[config.mk]
export PLATFORM = sky130hd
export DESIGN_NAME = tmr_host_if
export DESIGN_NICKNAME = d
export VERILOG_FILES = /design/src/rtl/tmr_pkg.sv /design/src/rtl/tmr_ctl_decode.sv /design/src/rtl/tmr_chan_port.sv /design/src/rtl/tmr_host_if.sv
export SDC_FILE = /design/constraint.sdc
export NUM_CORES = 1
export LEC_CHECK = 0
export BUFFER_PORTS_ARGS = -buffer_cell sky130_fd_sc_hd__buf_2
export CORE_MARGIN = 4
export CORE_UTILIZATION = 46
export CTS_BUF_LIST = sky130_fd_sc_hd__clkbuf_4 sky130_fd_sc_hd__clkbuf_8
export DETAILED_ROUTE_END_ITERATION = 12
export GPL_TIMING_DRIVEN = 0
export PLACE_DENSITY_LB_ADDON = 0.15
export SYNTH_ARGS = -nofsm -noshare
export SYNTH_HDL_FRONTEND = slang
export SYNTH_SLANG_ARGS = --single-unit
[constraint.sdc]
create_clock -name clk -period 2.35 [get_ports clk]
set_input_delay 0.705 -clock clk [delete_from_list [all_inputs] [get_ports clk]]
set_output_delay 0.705 -clock clk [all_outputs]
set_load 0.05 [all_outputs]
[src/rtl/tmr_pkg.sv]
// Shared types for the interval timer host front end.
// Assumes a byte-wide host bus and counts of two bytes.
package tmr_pkg;

    // Access field encoding; the value 0 doubles as "no snapshot held".
    typedef enum logic [1:0] {
        ACC_NONE = 2'd0,
        ACC_LO   = 2'd1,
        ACC_HI   = 2'd2,
        ACC_WORD = 2'd3
    } acc_e;

    // Map counting-mode codes 6 and 7 onto 2 and 3.
    function automatic logic [2:0] fold_mode(input logic [2:0] m);
        return (m[2] && m[1]) ? {1'b0, m[1:0]} : m;
    endfunction

endpackage

[src/rtl/tmr_ctl_decode.sv]
// Control and data write decoder.
// Turns one host write into per-channel command strobes: configure,
// freeze count, freeze status, data byte. Purely combinational.
// Assumes NUM_CH <= 3 so the read-back select bits fit in wdata[3:1].
module tmr_ctl_decode #(
    parameter int NUM_CH = 3,
    parameter int BYTE_W = 8
) (
    input  logic              wr_en,
    input  logic [1:0]        wr_addr,
    input  logic [BYTE_W-1:0] wdata,
    output logic [NUM_CH-1:0] cfg_we,
    output logic [NUM_CH-1:0] cnt_frz,
    output logic [NUM_CH-1:0] sts_frz,
    output logic [NUM_CH-1:0] data_we
);
    localparam logic [1:0] CTL_ADDR = 2'd3;
    localparam logic [1:0] RB_SEL   = 2'd3;

    logic is_ctl;
    logic is_rb;
    logic acc_zero;

    // Classify the write as control word and read-back.
    assign is_ctl   = wr_en && (wr_addr == CTL_ADDR);
    assign is_rb    = is_ctl && (wdata[7:6] == RB_SEL);
    assign acc_zero = (wdata[5:4] == 2'd0);

    for (genvar g = 0; g < NUM_CH; g++) begin : g_ch
        logic tgt;
        logic rb_sel;
        // Channel targeted by a plain control word or picked by read-back.
        assign tgt        = is_ctl && (wdata[7:6] == 2'(g));
        assign rb_sel     = is_rb && wdata[g+1];
        assign cfg_we[g]  = tgt && !acc_zero;
        assign cnt_frz[g] = (tgt && acc_zero) || (rb_sel && !wdata[5]);
        assign sts_frz[g] = rb_sel && !wdata[4];
        assign data_we[g] = wr_en && (wr_addr == 2'(g));
    end

endmodule

[src/rtl/tmr_chan_port.sv]
// Per-channel register port.
// Holds access mode, counting mode and BCD, the read and write byte
// toggles, the count snapshot and the status snapshot. Produces the byte
// a read would return this cycle and a registered load strobe.
// Assumes at most one of cfg_we / data_we / cnt_frz per cycle (one write).
module tmr_chan_port
    import tmr_pkg::*;
#(
    parameter int BYTE_W = 8
) (
    input  logic                clk,
    input  logic                rst_n,
    input  logic                cfg_we,
    input  logic [1:0]          cfg_acc,
    input  logic [2:0]          cfg_mode,
    input  logic                cfg_bcd,
    input  logic                cnt_frz,
    input  logic                sts_frz,
    input  logic                data_we,
    input  logic                data_re,
    input  logic [BYTE_W-1:0]   wdata,
    input  logic [2*BYTE_W-1:0] live_cnt,
    input  logic                live_out,
    output logic [BYTE_W-1:0]   rd_byte,
    output logic                load_stb,
    output logic [2*BYTE_W-1:0] load_val,
    output logic [2:0]          mode,
    output logic                bcd
);
    localparam int CNT_W = 2 * BYTE_W;

    acc_e              acc_q;
    logic [2:0]        mode_q;
    logic              bcd_q;
    logic              rd_tog_q;
    logic              wr_tog_q;
    logic [BYTE_W-1:0] hold_q;
    acc_e              snap_q;
    logic [CNT_W-1:0]  snap_cnt_q;
    logic              sts_vld_q;
    logic [BYTE_W-1:0] sts_q;
    logic              stb_q;
    logic [CNT_W-1:0]  val_q;

    acc_e              snap_rd;
    logic              sts_vld_rd;
    logic              rd_tog_rd;

    // Select the byte a read returns: status, then snapshot, then live.
    always_comb begin
        if (sts_vld_q) begin
            rd_byte = sts_q;
        end else begin
            case (snap_q)
                ACC_LO, ACC_WORD: rd_byte = snap_cnt_q[BYTE_W-1:0];
                ACC_HI:           rd_byte = snap_cnt_q[CNT_W-1:BYTE_W];
                default: begin
                    case (acc_q)
                        ACC_HI:   rd_byte = live_cnt[CNT_W-1:BYTE_W];
                        ACC_WORD: rd_byte = rd_tog_q ? live_cnt[CNT_W-1:BYTE_W]
                                                     : live_cnt[BYTE_W-1:0];
                        default:  rd_byte = live_cnt[BYTE_W-1:0];
                    endcase
                end
            endcase
        end
    end

    // State as left by this cycle's read, before any freeze request.
    always_comb begin
        snap_rd    = snap_q;
        sts_vld_rd = sts_vld_q;
        rd_tog_rd  = rd_tog_q;
        if (data_re) begin
            if (sts_vld_q) begin
                sts_vld_rd = 1'b0;
            end else if (snap_q != ACC_NONE) begin
                snap_rd = (snap_q == ACC_WORD) ? ACC_HI : ACC_NONE;
            end else if (acc_q == ACC_WORD) begin
                rd_tog_rd = !rd_tog_q;
            end
        end
    end

    // Settings, toggles and snapshots; the read acts before the write.
    always_ff @(posedge clk) begin
        if (!rst_n) begin
            acc_q      <= ACC_WORD;
            mode_q     <= 3'd0;
            bcd_q      <= 1'b0;
            rd_tog_q   <= 1'b0;
            wr_tog_q   <= 1'b0;
            hold_q     <= '0;
            snap_q     <= ACC_NONE;
            snap_cnt_q <= '0;
            sts_vld_q  <= 1'b0;
            sts_q      <= '0;
        end else begin
            snap_q    <= snap_rd;
            sts_vld_q <= sts_vld_rd;
            rd_tog_q  <= rd_tog_rd;
            if (cnt_frz && (snap_rd == ACC_NONE)) begin
                snap_cnt_q <= live_cnt;
                snap_q     <= acc_q;
            end
            if (sts_frz && !sts_vld_rd) begin
                sts_q     <= {live_out, 1'b0, acc_q, mode_q, bcd_q};
                sts_vld_q <= 1'b1;
            end
            if (cfg_we) begin
                acc_q    <= acc_e'(cfg_acc);
                mode_q   <= fold_mode(cfg_mode);
                bcd_q    <= cfg_bcd;
                rd_tog_q <= 1'b0;
                wr_tog_q <= 1'b0;
            end
            if (data_we && (acc_q == ACC_WORD)) begin
                wr_tog_q <= !wr_tog_q;
                if (!wr_tog_q) begin
                    hold_q <= wdata;
                end
            end
        end
    end

    // Assemble the reload value and pulse the strobe for one cycle.
    always_ff @(posedge clk) begin
        if (!rst_n) begin
            stb_q <= 1'b0;
            val_q <= '0;
        end else begin
            stb_q <= 1'b0;
            if (data_we) begin
                case (acc_q)
                    ACC_HI: begin
                        stb_q <= 1'b1;
                        val_q <= {wdata, {BYTE_W{1'b0}}};
                    end
                    ACC_WORD: begin
                        if (wr_tog_q) begin
                            stb_q <= 1'b1;
                            val_q <= {wdata, hold_q};
                        end
                    end
                    default: begin
                        stb_q <= 1'b1;
                        val_q <= {{BYTE_W{1'b0}}, wdata};
                    end
                endcase
            end
        end
    end

    assign load_stb = stb_q;
    assign load_val = val_q;
    assign mode     = mode_q;
    assign bcd      = bcd_q;

endmodule

[src/rtl/tmr_host_if.sv]
// Interval timer host register front end, top level.
// Decodes host writes, keeps one register port per channel and
// registers the read data. Assumes NUM_CH <= 3 (address 3 is control).
module tmr_host_if #(
    parameter int NUM_CH = 3,
    parameter int BYTE_W = 8
) (
    input  logic                         clk,
    input  logic                         rst_n,
    input  logic                         wr_en,
    input  logic [1:0]                   wr_addr,
    input  logic [BYTE_W-1:0]            wdata,
    input  logic                         rd_en,
    input  logic [1:0]                   rd_addr,
    output logic [BYTE_W-1:0]            rdata,
    input  logic [NUM_CH*2*BYTE_W-1:0]   live_cnt,
    input  logic [NUM_CH-1:0]            live_out,
    output logic [NUM_CH-1:0]            load_stb,
    output logic [NUM_CH*2*BYTE_W-1:0]   load_val,
    output logic [NUM_CH*3-1:0]          ch_mode,
    output logic [NUM_CH-1:0]            ch_bcd
);
    localparam int CNT_W = 2 * BYTE_W;

    logic [NUM_CH-1:0] cfg_we;
    logic [NUM_CH-1:0] cnt_frz;
    logic [NUM_CH-1:0] sts_frz;
    logic [NUM_CH-1:0] data_we;
    logic [NUM_CH-1:0] data_re;
    logic [BYTE_W-1:0] ch_rd [NUM_CH];
    logic [BYTE_W-1:0] rd_mux;

    tmr_ctl_decode #(
        .NUM_CH (NUM_CH),
        .BYTE_W (BYTE_W)
    ) u_dec (
        .wr_en   (wr_en),
        .wr_addr (wr_addr),
        .wdata   (wdata),
        .cfg_we  (cfg_we),
        .cnt_frz (cnt_frz),
        .sts_frz (sts_frz),
        .data_we (data_we)
    );

    for (genvar g = 0; g < NUM_CH; g++) begin : g_ch
        // Read strobe for this channel's data address.
        assign data_re[g] = rd_en && (rd_addr == 2'(g));

        tmr_chan_port #(
            .BYTE_W (BYTE_W)
        ) u_port (
            .clk      (clk),
            .rst_n    (rst_n),
            .cfg_we   (cfg_we[g]),
            .cfg_acc  (wdata[5:4]),
            .cfg_mode (wdata[3:1]),
            .cfg_bcd  (wdata[0]),
            .cnt_frz  (cnt_frz[g]),
            .sts_frz  (sts_frz[g]),
            .data_we  (data_we[g]),
            .data_re  (data_re[g]),
            .wdata    (wdata),
            .live_cnt (live_cnt[g*CNT_W +: CNT_W]),
            .live_out (live_out[g]),
            .rd_byte  (ch_rd[g]),
            .load_stb (load_stb[g]),
            .load_val (load_val[g*CNT_W +: CNT_W]),
            .mode     (ch_mode[g*3 +: 3]),
            .bcd      (ch_bcd[g])
        );
    end

    // Pick the addressed channel's byte; address 3 yields zero.
    always_comb begin
        rd_mux = '0;
        for (int i = 0; i < NUM_CH; i++) begin
            if (rd_addr == 2'(i)) begin
                rd_mux = ch_rd[i];
            end
        end
    end

    // Register the read result on a read cycle, hold it otherwise.
    always_ff @(posedge clk) begin
        if (!rst_n) begin
            rdata <= '0;
        end else if (rd_en) begin
            rdata <= rd_mux;
        end
    end

endmodule

## Word-level counts from Yosys, hierarchy flattened

Cells that the tools add are included.

| storage, ports and cells | value |
|---|---|
| bits in registers | 185 |
| bits of input ports | 67 |
| output and inout port bits | 71 |

| cells by class | value |
|---|---|
| eq/ne operators | 26 |
| muxes and demuxes | 55 |
| bitwise logic cells | 10 |
| reduce and logical (&&, ||, !) cells | 82 |

Operators with widths:

| operator | number |
|---|---|
| 16-bit one-hot mux with 2 select lines | 3 |
| 8-bit one-hot mux with 2 select lines | 6 |
| 8-bit two-way mux | 9 |
| 16-bit two-way mux | 3 |
| 1-bit logical AND | 36 |
| 2-bit equality test (second input constant) | 17 |
| 2-bit two-way mux | 15 |
| 1-bit two-way mux | 18 |
| 2-bit AND reduction | 9 |
| 2-bit zero test | 7 |
| 2-bit by 1-bit equality test with 1-bit output (second input constant) | 6 |
| 1-bit zero test | 12 |
| 4-bit AND reduction | 3 |
| 2-bit nonzero test | 6 |
| 2-bit OR reduction | 6 |
| 1-bit NOT | 10 |
| 2-bit by 1-bit != test with 1-bit output (second input constant) | 3 |
| 1-bit logical OR | 3 |
| 3-bit two-way mux | 1 |

## Depth between registers and ports, before layout

Gate-level depths: netlist (run 1).

| depth | value |
|---|---|
| depth in word-level cells | 8 |
| gate-level depth with buffers | 8 |
| gate-level depth less buffers | 5 |

## By module

Synthesis (run 1) repeated with hierarchy kept, for this count alone.

| second synthesis, totals | value |
|---|---|
| cell total of the unflattened synthesis | 1049 |
| area total of the unflattened synthesis | 8876.0 um^2 |

Modules (own cells, without submodules):

| module | times used | cells each | area each (um^2) |
|---|---|---|---|
| tmr_chan_port | 3 | 322 | 2742.6 |
| tmr_host_if | 1 | 57 | 480.5 |
| tmr_ctl_decode | 1 | 26 | 167.7 |

## Worst setup path after synthesis (run 1)

No wires, ideal clock.

| timing | value |
|---|---|
| path type | input to register |
| start | input port rd_addr[0] |
| end | register g_ch[0].u_port.snap_cnt_q[0] |
| arrival time | 2158 ps |
| data required time | 2228 ps |
| setup slack | 70 ps |
| stages | 5 |
| path buffers | 1 |
| cells stage by stage | or4b_4 maj3_2 nor4_4 buf_4 o21ai_0 |

| between the ends | value |
|---|---|
| word-level cells in the longest chain between the ends | 5 |

RTL lines:

| what | line | source |
|---|---|---|
| start: declaration | tmr_host_if.sv:14 | `input logic [1:0] rd_addr,` |
| 2-bit zero test | tmr_host_if.sv:48 | `assign data_re[g] = rd_en && (rd_addr == 2'(g));` |
| 1-bit logical AND | tmr_host_if.sv:48 |  |
| 2-bit two-way mux | tmr_chan_port.sv:74 | `if (data_re) begin` |
| 2-bit zero test | tmr_chan_port.sv:102 | `if (cnt_frz && (snap_rd == ACC_NONE)) begin` |
| 1-bit logical AND | tmr_chan_port.sv:102 |  |
| end signal: assignment | tmr_chan_port.sv:103 | `snap_cnt_q <= live_cnt;` |
| end: declaration | tmr_chan_port.sv:39 | `logic [CNT_W-1:0] snap_cnt_q;` |

No other way between the ends.
A chain may end at the register's enable or synchronous reset.

## Final worst setup path (run 1)

| timing | value |
|---|---|
| start | input port rd_addr[0] |
| end | register g_ch[0].u_port.snap_cnt_q[5] |

Same word-level chain as after synthesis.

==> results of run 1 <==
==> power breakdown <==
group / internal, mW / switching (mW) / leakage, nW
combinational: 0.204 / 0.458 / 1.99
sequential: 3.19 / 0.0298 / 1.49
clock: 1.10 / 1.28 / 0.220
total: 4.49 / 1.77 / 3.70
==> final cells by class <==
cell class / count / area [sq um]
Timing Repair Buffer: 134 / 671
Clock inverter: 15 / 205
Inverter: 22 / 82.6
Multi-Input combinational cell: 667 / 4010
Sequential cell: 185 / 3700
Fill cell: 1710 / 7750
Clock buffer: 17 / 234
Tap cell: 225 / 282
Buffer: 92 / 414
==> synth_stat cells (7+ instances only) <==
library cell,number
o21ai_0,47
nor2_1,120
and3_1,9
a31oi_1,19
buf_4,7
o31ai_1,21
buf_2,8
nor3_1,28
inv_1,19
and2_1,9
nand3_1,58
nor2b_1,13
mux2i_1,69
nand2_1,93
clkbuf_1,70
a221oi_1,41
dfxtp_1,185
a21oi_1,47
==> worst min-delay path, cell delays in order (launching register included) <==
cell and delay (ps):
dfxtp_1 320, nand2_1 50, a21oi_1 50
==> cell families (layout without fill, tap and decap cells) <==
| kind of cell | Yosys count | after routing |
|---|---|---|
| xor gates and xnor gates | 3 | 3 |
| buffers and inverters | 114 | 280 |
| adders and majority gates | 1 | 1 |
| muxes | 71 | 71 |
| and+or+nand+nor | 360 | 360 |
| AOI/OAI and AO/OA | 232 | 232 |
| DFF | 185 | 185 |
==> cells in the final DEF, fill, tap and decap left out, types with 7 or more instances in the layout <==
cell / count
a21oi_1: 46
a221oi_1: 41
a31oi_1: 19
and2_1: 9
and3_1: 9
buf_2: 142
buf_4: 7
clkbuf_1: 68
clkbuf_8: 17
dfxtp_1: 185
inv_1: 19
mux2i_1: 69
nand2_1: 93
nand3_1: 58
nor2_1: 120
nor2b_1: 13
nor3_1: 28
o21ai_0: 47
o31ai_1: 21
==> per-layer routing <==
layer	GRT usage [%]	wire length, um
met5	0	13
met2	36.7	11200
met3	6.34	2130
met4	8.41	664
met1	37.3	12100
==> flip-flops by register name (all words and copies together), names as in the netlist <==
signal and cells:
g_ch.u_port.snap_cnt_q 48, g_ch.u_port.sts_q 21, g_ch.u_port.rd_tog_q 3, g_ch.u_port.mode 9, g_ch.u_port.sts_vld_q 3, g_ch.u_port.load_stb 3
g_ch.u_port.bcd 3, g_ch.u_port.snap_q 6, g_ch.u_port.hold_q 24, g_ch.u_port.acc_q 6, rdata 8, g_ch.u_port.load_val 48
g_ch.u_port.wr_tog_q 3
==> worst min-delay path by stage <==
stage	endpoint	cells after the start
after floorplan	g_ch[0].u_port.snap_cnt_q[6]	2
after global placement	rdata[5]	2
after detailed placement	rdata[4]	2
after CTS	g_ch[1].u_port.snap_cnt_q[11]	3
after global routing	g_ch[1].u_port.snap_cnt_q[11]	3
final	g_ch[1].u_port.load_val[9]	2
==> metrics by stage <==
step | instance area [sq um] | setup TNS (ps)
floorplan | 8180 | 0
global placement | 9130 | -21480
detailed placement | 9130 | -22800
CTS | 9580 | 0
global route | 9600 | 0
finish | 9600 | 0
==> timing repair <==
| action | CTS | global route |
|---|---|---|
| gates resized for setup | 2 | 7 |
| gates cloned | 0 | 0 |
| hold endpoints to repair | 0 | 0 |
| setup endpoints to repair | 8 | 23 |
| hold buffers | 0 | 0 |
==> out/results.tsv, run 1 <==
stage	metric	value	unit
placement	hpwlAfterDp	18900	um
power	ir_worst_vdd	0.000351	V
synthesis	synth_area_per_cell	8.47	sq um
placement	dp_cells	1325	
timing	holdWs	456	ps
floorplan	io_pins	138	
floorplan	start_util	47.1	%
detailed_routing	num_vias	7855	
grt	grt_use_total	25.5	%
floorplan	die_h	141	um
cts	cts.sink_count	185	
synthesis	ys_warn_count	0	
synthesis	synth_compound_area_share	19.3	%
synthesis	synth_area_leaders	dfxtp_1, mux2i_1, nor2_1, a221oi_1, nand2_1	
detailed_routing	ant_nets	0	
hold_path	hp-start	g_ch[1].u_port.load_val[9]	
grt	grt-ovfl-total	0	
synthesis	synthMuxAreaShare	8.72	%
timing	clock_skew	14.2	ps
cts	cts_max_level	4	
timing	period_needed	2230	ps
floorplan	die-area	20000	sq um
critical_path	worstPathRequired	2700	ps
critical_path	cp-end-kind	register	
outcome	outcome	finished clean	
synthesis	yosys_most_used_dff	dfxtp_1	
placement	dpl_worst_slack	-468	ps
power	power.leakage	3.70	nW
grt	antenna_found_initial	1	
cts	clk_latency	480	ps
job	drv_cap	0	
timing	setup_violations	0	
placement	io_buffer_count	134	
cts	cts.clk_slew.worst_paths	100	ps
synthesis	synth_cell_types	52	
timing	slew_headroom	47.0	%
grt	grt_max_degree	19	
detailed_routing	routedWlPerCell	19.2	um
cts	cts-buffers-inserted	17	
detailed_routing	drt_pre_antenna_iters	5	
synthesis	yosysTopAreaCell	dfxtp_1	
critical_path	start_kind	input pin	
synthesis	seq_area_frac_synth	45.3	%
synthesis	synth_seq_cells	185	
critical_path	crit_arrival	2590	ps
timing	finalWorstSetupSlack	119	ps
hold_path	hp-class	register to register	
synthesis	synthAdderAreaFrac	0.138	%
critical_path	path_cells	buf_2 -> or4b_4 -> maj3_2 -> nor4_4 -> buf_4 -> o21ai_0	
grt	grt_pass1_wl	40000	um
synthesis	synth-edff-count	0	
synthesis	synth_cells	966	
placement	routabilityCongestion	0.909	
critical_path	critPathBufInv	2	
critical_path	r2r-end	rdata[6]	
synthesis	synth-xor-area-share	0.321	%
floorplan	die_w	141	um
grt	grt_pass1_vias	7105	
layout	area_growth	17.4	%
synthesis	synth_top_family_by_area	simple AND/OR/NAND/NOR gates	
layout	nNetsFinal	1186	
power	fin_total_pwr	6.25	mW
floorplan	rows	48	
detailed_routing	route.detailed.drc	0	
timing	max_freq	448	MHz
layout	fin_util	55.3	%
timing	min_period_over_period	94.9	%
layout	drive_above_1_share	18.2	%
timing	slew_violations	0	
cts	postCtsSetupRepairBufs	0	
timing	rsz0062_at_grt	no	
detailed_routing	avgViaCountPerCell	5.79	
critical_path	critPathKind	input pin to register	
critical_path	crit_slowest_cell	or4b_4	
critical_path	crit_path_end	g_ch[0].u_port.snap_cnt_q[5]	
critical_path	regToRegStartpoint	g_ch[1].u_port.acc_q[1]	
critical_path	worst-path-stages	6	
synthesis	async_flop_share	0	%
critical_path	r2r_slack	130	ps
cts	ctsLongestPathBuffers	2	
detailed_routing	drt_wl_total	26100	um
critical_path	crit_family	simple AND/OR/NAND/NOR gates	
power	power-per-cell-area	651	nW/um^2
timing	worstMarginPinSlew	784	ps
critical_path	crit_path_start	rd_addr[0]	
floorplan	core_region_area	17400	sq um
synthesis	yosys.area_share.simple	20.3	%
layout	antenna_cells	0	
cts	cts_tree	built	
synthesis	syn_area	8180	sq um
detailed_routing	drt_iter0_drc	787	
critical_path	max_stage_delay	560	ps
critical_path	ff2ff_path_depth	6	
cts	cts-root-buf	clkbuf_8	
critical_path	path_max_fanout	10	
synthesis	synth.top_cell.area_share	45.3	%
synthesis	synthesis.nets	1033	
layout	stdcell_count	1357	
timing	hold_violations	0	
No activity file was read; power rests on OpenSTA's default activity.
==> inputs of run 2 (changes only) <==
==> constraint.sdc (replaced) <==
create_clock -name clk -period 2.61 [get_ports clk]
set_input_delay 0.783 -clock clk [delete_from_list [all_inputs] [get_ports clk]]
set_output_delay 0.783 -clock clk [all_outputs]
set_load 0.05 [all_outputs]
==> run 2 against run 1 <==
- hold slack improved by 1.4 ps
- routed wire length barely moved
- cell area fell by 0.22%
- first-iteration DRC count fell by 0.89%
- sequential cell count did not move
- clock power fell by 11%
- critical path depth rose by 2
- register-to-register slack improved by 110 ps
- global-route usage barely moved
- sequential power fell by 9.9%
- combinational power fell by 11%
- largest cell class unchanged
==> out/results.tsv, run 2 (same netlist as run 1, synthesis figures left out) <==
stage	metric	value	unit
critical_path	cp-end-kind	register	
detailed_routing	num_vias	7851	
placement	io_buffer_count	134	
cts	cts-root-buf	clkbuf_8	
floorplan	die_w	141	um
detailed_routing	drt_pre_antenna_iters	6	
detailed_routing	route.detailed.drc	0	
grt	antenna_found_initial	1	
critical_path	crit_slowest_cell	nor4b_1	
floorplan	core_region_area	17400	sq um
grt	grt_pass1_vias	7093	
layout	layout_commonest_cell	dfxtp_1	
critical_path	worstPathRequired	2950	ps
timing	period_needed	2390	ps
placement	dpl_worst_slack	-286	ps
layout	drive_above_1_share	17.8	%
power	power-per-cell-area	587	nW/um^2
cts	ctsLongestPathBuffers	2	
cts	cts.clk_slew.worst_paths	110	ps
cts	cts-buffers-inserted	17	
timing	holdWs	457	ps
floorplan	start_util	47.1	%
timing	max_freq	418	MHz
critical_path	crit_path_start	rd_en	
critical_path	critPathBufInv	4	
critical_path	r2r_slack	240	ps
placement	hpwlAfterDp	18900	um
critical_path	start_kind	input pin	
floorplan	die-area	20000	sq um
hold_path	hp-class	register to register	
critical_path	critPathKind	input pin to register	
critical_path	path_common_cell	buf_6	
timing	worstMarginPinSlew	837	ps
critical_path	regToRegStartpoint	g_ch[1].u_port.acc_q[1]	
floorplan	io_pins	138	
cts	cts_resized	0	
layout	fin_area	9580	sq um
grt	grt_use_total	25.5	%
critical_path	r2r-end	rdata[4]	
outcome	outcome	finished clean	
detailed_routing	ant_nets	0	
timing	slew_headroom	44.0	%
power	fin_total_pwr	5.62	mW
timing	min_period_over_period	91.7	%
placement	placed_area	9130	sq um
power	ir_worst_vdd	0.000315	V
layout	nNetsFinal	1186	
timing	slew_violations	0	
detailed_routing	drt_wl_total	26100	um
grt	grt_pass1_wl	40000	um
critical_path	ff2ff_path_depth	6	
layout	area_growth	17.1	%
cts	postCtsSetupRepairBufs	0	
critical_path	max_stage_delay	560	ps
timing	hold_violations	0	
critical_path	worst-path-stages	8	
critical_path	path_cells	buf_2 -> clkinv_1 -> nor4b_1 -> o2111a_1 -> buf_6 -> buf_6 -> mux2i_1 -> nor2_1	
power	power.leakage	3.69	nW
cts	cts_tree	built	
timing	finalWorstSetupSlack	217	ps
grt	grt-ovfl-total	0	
floorplan	die_h	141	um
cts	holdBufCountCts	0	
cts	cts.sink_count	185	
grt	grt_max_degree	19	
timing	clock_skew	14.9	ps
timing	setup_violations	0	
layout	antenna_cells	0	
critical_path	path_max_fanout	10	
timing	rsz0062_at_grt	no	
detailed_routing	avgViaCountPerCell	5.79	
detailed_routing	routedWlPerCell	19.2	um
detailed_routing	drt_iter0_drc	780	
critical_path	crit_arrival	2740	ps
job	drv_cap	0	
floorplan	rows	48	
cts	clk_latency	470	ps
critical_path	crit_path_end	g_ch[2].u_port.snap_cnt_q[9]	
layout	final_cell_mix	dfxtp_1, buf_2, nor2_1	
placement	routabilityCongestion	0.909	
critical_path	crit_family	buffers and inverters	
cts	cts_max_level	4	
## run 2: cell counts in the layout (fill, tap and decap cells not counted)
Identical to the previous run, type by type.
## run 2: worst min path at each step
stage	from	endpoint	slack, ps	cells after the start
2_1_floorplan	g_ch[0].u_port.snap_cnt_q[6]	g_ch[0].u_port.snap_cnt_q[6]	440	2
3_3_place_gp	rdata[5]	rdata[5]	440	2
3_5_place_dp	rdata[4]	rdata[4]	440	2
4_1_cts	g_ch[1].u_port.load_val[8]	g_ch[1].u_port.load_val[8]	460	2
5_1_grt	g_ch[2].u_port.load_val[14]	g_ch[2].u_port.load_val[14]	480	2
6_report	g_ch[1].u_port.load_val[9]	g_ch[1].u_port.load_val[9]	460	2
## run 2: tightest hold or removal path, stage by stage (launching register included)
cell and delay [ps]:
dfxtp_1 320, nand2_1 50, a21oi_1 50
## run 2: layout make-up
cell class / instances / area (sq um)
fillers: 1706 / 7780
multi-input cells: 667 / 3990
flip-flops and latches: 185 / 3700
repair buffers: 134 / 671
plain buffers: 92 / 412
well taps: 225 / 282
clock buffers: 17 / 234
clock inverters: 15 / 205
inverters: 22 / 82.6
## run 2: per-stage QoR
| stage | util (%) | std cells | TNS [ps] |
|---|---|---|---|
| 6_report | 55.2 | 1357 | 0 |
| 4_1_cts | 55.2 | 1357 | 0 |
| 2_1_floorplan | - | 966 | 0 |
| 3_5_place_dp | 52.6 | 1325 | -6160 |
| 5_1_grt | 55.2 | 1357 | 0 |
| 3_3_place_gp | 52.6 | 1325 | -5000 |
## run 2: routing by layer
layer  vias up  track usage, %  part of all wire (%)
li1       3769               -                     -
met1      3695            37.3                    47
met2       340            36.7                    43
met3        45            6.34                   8.0
met4         2            8.41                   2.8
met5         -               0                 0.046
## run 2: report_power, final
part / switching [mW] / total, mW / internal [mW] / leakage [nW]
Clock: 1.15 / 2.13 / 0.987 / 0.220
Combinational: 0.411 / 0.592 / 0.181 / 1.98
Sequential: 0.0267 / 2.90 / 2.87 / 1.49
==> inputs of run 3 (changes only) <==
--- a/config.mk
+++ b/config.mk
@@ -12,6 +12,7 @@
 export DETAILED_ROUTE_END_ITERATION = 12
 export GPL_TIMING_DRIVEN = 0
 export PLACE_DENSITY_LB_ADDON = 0.15
+export RECOVER_POWER = 100
 export SYNTH_ARGS = -nofsm -noshare
 export SYNTH_HDL_FRONTEND = slang
 export SYNTH_SLANG_ARGS = --single-unit
==> run 3 against run 2 <==
- hold slack better by 1.5 ps
- critical path depth is 1 lower
- clock power hardly changed
- combinational power is 1% lower
- largest cell class unchanged
- routed wire length hardly changed
- sequential power hardly changed
- worst setup slack worse by 83 ps
==> out/results.tsv, run 3 (same netlist as run 1, synthesis figures left out) <==
stage	metric	value	unit
outcome	outcome	finished clean	
floorplan	start_util	47.1	%
hold_path	holdPathEnd	g_ch[1].u_port.load_val[9]	
critical_path	crit_arrival	2860	ps
floorplan	rows	48	
placement	hpwlAfterDp	18900	um
layout	nNetsFinal	1186	
layout	regArea	3700	sq um
critical_path	critPathKind	input pin to register	
critical_path	cp-end-kind	register	
timing	min_period_over_period	94.8	%
layout	layout_commonest_cell	dfxtp_1	
critical_path	r2r-end	rdata[4]	
detailed_routing	drt_wl_total	26100	um
detailed_routing	route.detailed.drc	0	
power	power.leakage	3.37	nW
grt	grt_max_degree	19	
critical_path	start_kind	input pin	
cts	cts.clk_slew.worst_paths	110	ps
hold_path	hold_depth	2	
hold_path	hp-start	g_ch[1].u_port.load_val[9]	
layout	final_cell_mix	dfxtp_1, clkbuf_1, nor2_1	
floorplan	die_h	141	um
layout	drive_above_1_share	11.0	%
grt	antenna_found_initial	1	
cts	cts.sink_count	185	
detailed_routing	drt_pre_antenna_iters	5	
timing	max_freq	404	MHz
detailed_routing	routedWlPerCell	19.2	um
hold_path	hp-class	register to register	
timing	rsz0062_at_grt	no	
timing	slew_violations	0	
cts	cts_tree	built	
cts	cts-buffers-inserted	17	
floorplan	die-area	20000	sq um
cts	cts_max_level	4	
cts	clk_latency	470	ps
detailed_routing	drt_iter0_drc	762	
layout	fillers	1730	
placement	io_buffer_count	134	
layout	multi_input_area	3980	sq um
critical_path	ff2ff_path_depth	6	
grt	grt-ovfl-total	0	
grt	grt_pass1_wl	40000	um
timing	holdWs	459	ps
cts	cts-root-buf	clkbuf_8	
detailed_routing	ant_nets	0	
critical_path	r2r_slack	220	ps
timing	clock_skew	14.4	ps
grt	grt_use_total	25.5	%
timing	slew_headroom	30.3	%
layout	area_growth	15.7	%
floorplan	io_pins	138	
critical_path	crit_path_start	rd_addr[0]	
layout	antenna_cells	0	
timing	hold_violations	0	
critical_path	worstPathRequired	2990	ps
timing	period_needed	2480	ps
detailed_routing	num_vias	7817	
power	ir_worst_vdd	0.000315	V
layout	fin_util	54.5	%
detailed_routing	avgViaCountPerCell	5.76	
timing	worstMarginPinSlew	1040	ps
layout	stdcell_count	1357	
power	power-per-cell-area	594	nW/um^2
critical_path	path_max_fanout	10	
floorplan	core_region_area	17400	sq um
placement	dp_cells	1325	
placement	routabilityCongestion	0.909	
cts	ctsLongestPathBuffers	2	
critical_path	regToRegStartpoint	g_ch[1].u_port.acc_q[1]	
floorplan	die_w	141	um
cts	postCtsSetupRepairBufs	0	
grt	grt_pass1_vias	7093	
timing	setup_violations	0	
job	drv_cap	0	
==> run 3: cell count changes in the layout (fill, tap and decap cells not counted), moves of 2 or more <==
cell	delta
o21ai_1	-2
buf_2	-79
nor2_2	-2
buf_6	-2
nor2_1	+2
and2_1	-2
clkbuf_1	+73
clkbuf_2	+9
and2_0	+2
o21ai_0	+2
==> run 3: worst max-delay path, cell delays in order <==
cell	delay, ps
buf_2	160
or4b_1	590
maj3_1	420
nor4_4	370
clkbuf_2	330
nand3_1	120
o31ai_1	90
==> run 3: where the power goes <==
group | switching [mW] | internal [mW]
Sequential | 0.0272 | 2.87
Clock | 1.15 | 0.988
Combinational | 0.410 | 0.174
Total | 1.59 | 4.03
==> run 3: area by class of cell <==
class | instances | area share (%)
Timing Repair Buffer | 134 | 6.13
Clock inverter | 15 | 2.17
Multi-Input combinational cell | 667 | 42.1
Tap cell | 225 | 2.97
Inverter | 22 | 0.873
Buffer | 92 | 4.18
Clock buffer | 17 | 2.47
Sequential cell | 185 | 39.1
==> run 3: worst max path at each step <==
stage | slack (ps) | cells after the start | endpoint
5_1_grt | 50 | 8 | g_ch[2].u_port.snap_cnt_q[9]
6_report | 130 | 7 | g_ch[0].u_port.snap_cnt_q[15]
3_3_place_gp | -240 | 8 | g_ch[2].u_port.snap_cnt_q[15]
4_1_cts | 170 | 6 | rdata[7]
2_1_floorplan | 250 | 5 | g_ch[0].u_port.snap_cnt_q[0]
3_5_place_dp | -290 | 8 | g_ch[2].u_port.snap_cnt_q[13]
==> run 3: repair_timing <==
| item | in CTS | in global routing |
|---|---|---|
| endpoints found under the setup margin | 0 | 3 |
| resized for setup | 0 | 2 |
| hold buffers | 0 | 0 |
==> run 3: stage by stage <==
step	area [sq um]	setup WS, ps	TNS (ps)	total power, mW
2_1_floorplan	8180	252	0	3.32
3_3_place_gp	9130	-239	-5000	3.54
3_5_place_dp	9130	-286	-6160	3.54
4_1_cts	9570	173	0	5.64
5_1_grt	9460	51.5	0	5.81
6_report	9460	135	0	5.62
==> run 3: metal layers <==
| layer | global-route usage (%) | routed length, um |
|---|---|---|
| met1 | 37.3 | 12100 |
| met2 | 36.7 | 11100 |
| met3 | 6.34 | 2150 |
| met4 | 8.41 | 722 |
| met5 | 0 | 12 |
